## src/rtl/mod26_pkg.sv

```systemverilog
package mod26_pkg;
  localparam int OPW     = 5;
  localparam int HIW     = OPW - 1;
  localparam int MODULUS = 26;

  typedef struct packed {
    logic load;
    logic clear;
  } strobe_t;
endpackage

```

## src/rtl/mod26_datapath.sv

```systemverilog
module mod26_datapath
  import mod26_pkg::*;
#(
  parameter bit REG_OUT = 1'b1
) (
  input  logic           clk,
  input  strobe_t        strobes,
  input  logic [OPW-1:0] opA,
  input  logic [OPW-1:0] opB,
  output logic [OPW-1:0] sumOut
);
  logic           lowBit;
  logic           lowCarry;
  logic [HIW:0]   midSum;
  logic           overThirteen;
  logic [HIW-1:0] fixedHigh;
  logic [OPW-1:0] rawSum;

  // low bit passes through as a parity; its carry feeds the upper add
  assign lowBit   = opA[0] ^ opB[0];
  assign lowCarry = opA[0] & opB[0];

  // upper halves plus carry, kept to 5 bits (always below 26)
  assign midSum = {1'b0, opA[OPW-1:1]} + {1'b0, opB[OPW-1:1]}
                + {{HIW{1'b0}}, lowCarry};

  // set exactly when midSum >= 13
  assign overThirteen = midSum[4] | (midSum[3] & midSum[2] & (midSum[1] | midSum[0]));

  // add 3 modulo 16 when over threshold; carry out dropped
  assign fixedHigh = midSum[HIW-1:0] + {2'b00, overThirteen, overThirteen};

  assign rawSum = {fixedHigh, lowBit};

  generate
    if (REG_OUT) begin : g_reg
      logic [OPW-1:0] sumQ;
      always_ff @(posedge clk) begin
        if (strobes.clear)     sumQ <= '0;
        else if (strobes.load) sumQ <= rawSum;
      end
      assign sumOut = sumQ;
    end else begin : g_comb
      assign sumOut = rawSum;
    end
  endgenerate
endmodule

```

## src/rtl/mod26_control.sv

```systemverilog
module mod26_control
  import mod26_pkg::*;
#(
  parameter bit REG_OUT = 1'b1
) (
  input  logic    clk,
  input  logic    rst,
  input  logic    inValid,
  output strobe_t strobes,
  output logic    outValid
);
  assign strobes.clear = rst;
  assign strobes.load  = inValid & ~rst;

  generate
    if (REG_OUT) begin : g_reg
      logic validQ;
      always_ff @(posedge clk) begin
        if (rst) validQ <= 1'b0;
        else     validQ <= inValid;
      end
      assign outValid = validQ;
    end else begin : g_comb
      assign outValid = inValid;
    end
  endgenerate
endmodule

```

## src/rtl/mod26_adder.sv

```systemverilog
module mod26_adder
  import mod26_pkg::*;
#(
  parameter bit REG_OUT = 1'b1
) (
  input  logic           clk,
  input  logic           rst,
  input  logic           inValid,
  input  logic [OPW-1:0] opA,
  input  logic [OPW-1:0] opB,
  output logic           outValid,
  output logic [OPW-1:0] sum
);
  strobe_t strobes;

  mod26_control #(.REG_OUT(REG_OUT)) u_ctrl (
    .clk      (clk),
    .rst      (rst),
    .inValid  (inValid),
    .strobes  (strobes),
    .outValid (outValid)
  );

  mod26_datapath #(.REG_OUT(REG_OUT)) u_dp (
    .clk     (clk),
    .strobes (strobes),
    .opA     (opA),
    .opB     (opB),
    .sumOut  (sum)
  );
endmodule

```

## config.mk

```make
export PLATFORM = sky130hd
export DESIGN_NAME = mod26_adder
export DESIGN_NICKNAME = d
export VERILOG_FILES = /design/src/rtl/mod26_pkg.sv /design/src/rtl/mod26_datapath.sv /design/src/rtl/mod26_control.sv /design/src/rtl/mod26_adder.sv
export SDC_FILE = /design/constraint.sdc
export NUM_CORES = 1
export LEC_CHECK = 0
export BUFFER_PORTS_ARGS = -buffer_cell sky130_fd_sc_hd__buf_2
export CAP_MARGIN = 20
export CORE_AREA = 2 2 39 41
export DETAILED_ROUTE_END_ITERATION = 8
export DIE_AREA = 0 0 41 43
export GPL_TIMING_DRIVEN = 0
export PLACE_DENSITY = 0.6
export SETUP_SLACK_MARGIN = 0.2
export SYNTH_ARGS = -nofsm -noshare
export SYNTH_HDL_FRONTEND = slang
export SYNTH_SLANG_ARGS = --single-unit
```

## constraint.sdc

```tcl
create_clock -name clk -period 3.2 [get_ports clk]
set_clock_uncertainty 0.05 [all_clocks]
set_input_delay 0.64 -clock clk [delete_from_list [all_inputs] [get_ports clk]]
set_output_delay 0.64 -clock clk [all_outputs]
set_load 0.01 [all_outputs]
```

==> results of run 1 <==
-- final timing paths --
path	startpoint	to	slack, ns	cells past startpoint
setup / recovery	opA[0]	u_dp.sumOut[4]	0.18	13
hold reg to reg	u_dp.sumOut[1]	u_dp.sumOut[1]	0.44	2
hold / removal	u_dp.sumOut[1]	u_dp.sumOut[1]	0.44	2
setup reg to reg	u_dp.sumOut[4]	u_dp.sumOut[4]	2.47	2
-- cell usage after synthesis, types with 2 or more instances --
library cell | number | share of area
xnor2_1 | 2 | 0.038
nand3b_1 | 2 | 0.033
nor2_1 | 5 | 0.041
dfxtp_1 | 6 | 0.26
inv_1 | 7 | 0.057
fa_1 | 3 | 0.13
a21oi_1 | 2 | 0.022
nor2b_1 | 2 | 0.027
ha_1 | 6 | 0.16
mux2i_1 | 3 | 0.065
-- layer usage --
metal	wire, um	share of wire	track usage	vias to the layer above
li1	-	-	-	210
met1	335	0.39	0.121	173
met2	425	0.49	0.144	16
met3	69	0.079	0	5
met4	38	0.044	0.120	0
met5	0	0	0	-
-- through the flow --
| stage | hold slack [ns] | total power [mW] | setup WS, ns |
|---|---|---|---|
| after floorplan | 0.465 | 0.166 | 0.0729 |
| after global placement | 0.419 | 0.194 | -0.139 |
| after detailed placement | 0.435 | 0.196 | -0.165 |
| after CTS | 0.444 | 0.272 | 0.139 |
| after global routing | 0.464 | 0.319 | 0.0553 |
| final | 0.437 | 0.295 | 0.183 |
-- worst reg2reg max path, delay by kind of cell (launching register included) --
family / cells / cell delay [ns]
AO/OA/AOI/OAI: 1 / 0.23
flip-flops: 1 / 0.32
AND/OR/NAND/NOR: 1 / 0.05
-- sequential cells by signal, indices dropped and copies added (netlist names) --
register and count:
u_ctrl.outValid 1, u_dp.sumOut 5
-- cell type report --
cell class	instances	area (um2)	area share
Clock buffer	3	22.5	0.0333
Tap cell	16	20.0	0.0296
Buffer	1	3.75	0.00555
Sequential cell	6	120	0.177
Inverter	7	26.3	0.0388
Multi-Input combinational cell	34	364	0.538
Timing Repair Buffer	20	120	0.177
-- timing repair --
item / 4_1_cts / 5_1_grt
setup buffers: 0 / 3
pin swaps: 2 / 5
endpoints found under the setup margin: 2 / 3
hold buffers: 0 / 0
gates resized for setup: 2 / 10
-- logic make-up (layout without fill, tap and decap cells) --
kind of cell,after synthesis,in the layout,share of synthesized area
and+or+nand+nor,12,12,0.147
adders and majority gates,9,9,0.294
AOI/OAI and AO/OA,8,8,0.128
buffers and inverters,8,31,0.0654
DFF,6,6,0.262
muxes,3,3,0.0654
xor gates and xnor gates,2,2,0.0382
-- power groups by stage --
stage | clock network, mW | registers, mW | logic (mW)
floorplan | 0 | 0.0956 | 0.0706
global placement | 0 | 0.0903 | 0.104
detailed placement | 0 | 0.0906 | 0.105
CTS | 0.0735 | 0.0892 | 0.110
global route | 0.0760 | 0.0903 | 0.153
finish | 0.0711 | 0.0891 | 0.135
==> out/metrics.yaml, run 1 <==
outcome:
  status: "finished clean"
yosys:
  syn_inst: 48
  synthFlopType: "dfxtp_1"
  syn_avg_cell_area_um2: 9.57
  ys_warn_count: 0
  ys_ff_latch: 6
  synthesis.nets: 70
  yosysSeqAreaShare: 0.262
  synthArstFlopShare: 0
  synth_area_um2: 459
  synth_edf_count: 0
  yosysUniqueCellTypes: 20
clocking:
  cts_tree: "done"
  path_clk_slew_ns: 0.04
  root_buffer: "clkbuf_4"
  htreeDepth: 1
  clk_path_buf_depth: 2
  cts_buffers: 3
  cts.sinks: 6
  insertion_delay_ns: 0.25
sta:
  setup_viol: 0
  drv_slew: 0
  worst_pin_slew_ns: 0.410
  hold_viol: 0
  finalSetupTns_ns: 0
  rsz0062_at_grt: "yes"
  period_needed_ns: 3.02
  slew-limit-headroom: 0.727
  post-route-period-util: 0.943
  fmax_ghz: 0.331
critical_path:
  cpMaxStageDelayCell: "fa_2"
  critPathLaunchType: "input port"
  crit_required_ns: 3.32
  worstPathArrival_ns: 3.13
  endpoint_kind: "register"
  crit_chain: "buf_6 > ha_4 > inv_2 > fa_2 > fa_2 > inv_2 > o221ai_2 > nand3b_1 > ha_1 > a21o_1 > nand2_1 > or3_1 > a311oi_2"
  worstSetupPathType: "in -> reg"
  cpPeakStageDelay_ns: 0.53
  worstPathMaxFanout: 3
  cp_top_family: "adder cells"
  cp_num_buf_inv: 3
cells_and_area:
  final_nets: 95
  n_fill_cell: 131
  area_growth_pct: 47.4
  layout_common_cells: "buf_2, dfxtp_1, inv_1, nor2_1, ha_1"
  final_area_um2: 677
  instances_no_fill: 87
  insertedDiodeCount: 0
  final_common_cell: "buf_2"
  fin_util: 0.489
  drive_above_1_share: 0.493
floorplan:
  ioPinCount: 19
  start_util: 0.332
  row_count: 14
  die-area_um2: 1760
  fp.dieW_um: 41
  chipHeight_um: 43
  core-area_um2: 1380
placed_design:
  dp_cells: 81
  postPlaceCellArea_um2: 574
  portBuffers: 17
  dp_hpwl_um: 655
  place.gp.congestion: 0.698
flow_run:
  max_cap_viol_count: 0
global_route:
  grt_pass1_vias: 323
  grt-ovfl-total: 0
  grtUsageTotal: 0.102
  grt_pass1_wl_um: 1190
  grt_max_degree: 9
  antenna_found_initial: 0
route:
  routed_wirelength_um: 868
  wire_per_inst_um: 9.98
  dr.pass1.iters: 2
  vias: 404
  routed_via_density: 4.64
  antenna_left: 0
  drc: 0
  drt_iter0_drc: 3
power:
  power_switching_uw: 95.2
  ir_drop_uv: 143
  power.density_nw_per_um2: 436
  p_leak_nw: 0.332
  comb_power_share: 0.458
  clkPwrFrac: 0.241
  internal_power_uw: 200
  pwr-share-seq: 0.302
  switching_share: 0.322
worst_hold_path:
  hold_class: "reg -> reg"
Note: power is estimated with default switching activity, not from simulation.
==> run 2, diff against run 1 <==
--- a/config.mk
+++ b/config.mk
@@ -5,14 +5,16 @@
 export SDC_FILE = /design/constraint.sdc
 export NUM_CORES = 1
 export LEC_CHECK = 0
+export ABC_AREA = 1
 export BUFFER_PORTS_ARGS = -buffer_cell sky130_fd_sc_hd__buf_2
 export CAP_MARGIN = 20
 export CORE_AREA = 2 2 39 41
 export DETAILED_ROUTE_END_ITERATION = 8
 export DIE_AREA = 0 0 41 43
 export GPL_TIMING_DRIVEN = 0
-export PLACE_DENSITY = 0.6
+export PLACE_DENSITY = 0.64
 export SETUP_SLACK_MARGIN = 0.2
+export SLEW_MARGIN = 5
 export SYNTH_ARGS = -nofsm -noshare
 export SYNTH_HDL_FRONTEND = slang
 export SYNTH_SLANG_ARGS = --single-unit
==> out/metrics.yaml, run 2 <==
outcome:
  status: "finished clean"
route:
  dr.pass1.iters: 4
  drt_iter0_drc: 1
  drc: 0
  routed_via_density: 4.62
  antenna_left: 0
  wire_per_inst_um: 8.67
  routed_wirelength_um: 936
  vias: 499
clocking:
  path_clk_slew_ns: 0.04
  postCtsHoldBufs: 0
  htreeDepth: 1
  cts_buffers: 3
  cts.sinks: 6
  insertion_delay_ns: 0.24
  clk_path_buf_depth: 2
  cts_tree: "done"
  root_buffer: "clkbuf_4"
yosys:
  synth_area_um2: 508
  synthTopCellsByArea: "dfxtp_1, ha_1, fa_1, inv_1, nor2_1"
  synthesis.nets: 92
  synthFlopType: "dfxtp_1"
  synth_top_area_share: 0.236
  yosysUniqueCellTypes: 17
  synth_top_area_cell: "dfxtp_1"
  synth_top_cells_by_count: "inv_1, nor2_1, nand2_1"
  ys_ff_latch: 6
  synthArstFlopShare: 0
  yosysSeqAreaShare: 0.236
  ys_warn_count: 0
  synth_edf_count: 0
  syn_inst: 70
  syn_avg_cell_area_um2: 7.26
  synth_most_common_cell: "inv_1"
power:
  ir_drop_uv: 284
  power.density_nw_per_um2: 422
  p_leak_nw: 0.388
  total_power_uw: 287
sta:
  period_needed_ns: 2.87
  fin_ws_ns: 0.334
  setup_viol: 0
  slew-limit-headroom: 0.874
  post-route-period-util: 0.896
  hold_viol: 0
  rsz0062_at_grt: "yes"
  finalSetupTns_ns: 0
  fmax_ghz: 0.349
  drv_slew: 0
  hold_slack_ns: 0.449
  worst_pin_slew_ns: 0.187
placed_design:
  portBuffers: 18
  pre_cts_slack_ns: 0.00292
  dp_hpwl_um: 746
  place.gp.congestion: 0.719
  postPlaceCellArea_um2: 628
  dp_cells: 104
critical_path:
  r2r_slack_ns: 2.49
  cp_num_buf_inv: 4
  worstSetupPathType: "in -> reg"
  cp_top_family: "adder cells"
  cp_num_cells: 13
  worstPathArrival_ns: 2.95
  cpMaxStageDelayCell: "fa_2"
  worstReg2RegEnd: "u_dp.sumOut[2]"
  crit_required_ns: 3.28
  crit_chain: "buf_2 > ha_1 > inv_1 > fa_2 > fa_2 > inv_2 > o2111ai_2 > nand2_2 > ha_4 > fa_2 > xnor2_1 > o21ai_1 > inv_1"
  rr_startpoint: "u_dp.sumOut[2]"
  cpPeakStageDelay_ns: 0.53
  crit_end: "u_dp.sumOut[3]"
  worstRegToRegCells: 2
  crit_top_cell: "fa_2"
  startpoint: "opA[0]"
  critPathLaunchType: "input port"
  worstPathMaxFanout: 3
  endpoint_kind: "register"
cells_and_area:
  fin_util: 0.491
  largest_register_ffs: 5
  drive_above_1_share: 0.402
  instances_no_fill: 108
  area_growth_pct: 33.7
  final_area_um2: 679
  layout_common_cells: "buf_2, inv_1, nor2_1"
  final_common_cell: "buf_2"
  insertedDiodeCount: 0
  final_nets: 116
floorplan:
  fp.dieW_um: 41
  start_util: 0.367
  core-area_um2: 1380
  die-area_um2: 1760
  row_count: 14
  chipHeight_um: 43
  ioPinCount: 19
global_route:
  grt_max_degree: 8
  antenna_found_initial: 0
  grt-ovfl-total: 0
  grtUsageTotal: 0.130
  grt_pass1_vias: 440
  grt_pass1_wl_um: 1600
flow_run:
  max_cap_viol_count: 0
worst_hold_path:
  hold_class: "reg -> reg"
run 2: how the worst min path moves through the flow:
stage / startpoint / endpoint / slack (ns) / cells after the start
after detailed placement: u_dp.sumOut[0] / u_dp.sumOut[0] / 0.44 / 2
after global routing: u_dp.sumOut[0] / u_dp.sumOut[0] / 0.49 / 2
after global placement: u_dp.sumOut[0] / u_dp.sumOut[0] / 0.44 / 2
final: u_dp.sumOut[0] / u_dp.sumOut[0] / 0.45 / 2
after CTS: u_dp.sumOut[0] / u_dp.sumOut[0] / 0.46 / 2
after floorplan: u_dp.sumOut[0] / u_dp.sumOut[0] / 0.49 / 2
run 2: cell families after synthesis:
logic type / share of synthesized area
compound gates: 0.101
flops: 0.236
fa+ha+maj: 0.266
simple gates: 0.246
xor+xnor: 0.0172
buf+inv: 0.133
run 2: final cells by class:
class | count | area [um2]
clock buffers | 3 | 22.5
fillers | 142 | 704
inverters | 18 | 67.6
multi-input cells | 46 | 352
flip-flops and latches | 6 | 120
well taps | 16 | 20.0
repair buffers | 19 | 97.6
run 2: worst reg2reg max path, cell delays in order, from the launching register on:
cell     delay, ns
dfxtp_1       0.30
o21ai_0       0.19
nor2_1        0.05
run 2: power by group:
group          total, mW  internal [mW]  switching, mW
combinational      0.132         0.0596         0.0723
sequential        0.0874         0.0839        0.00345
clock             0.0676         0.0423         0.0254
run 2: timing repair:
action	4_1_cts	5_1_grt
resized for setup	0	4
endpoints found under the setup margin	0	2
buffers inserted	0	1
run 2: per-layer routing:
metal,routed length (um),track usage,up-vias
met3,49,0.0628,0
met1,400,0.167,225
met4,0,0.0200,0
li1,-,-,261
met2,487,0.194,13
met5,0,0,-
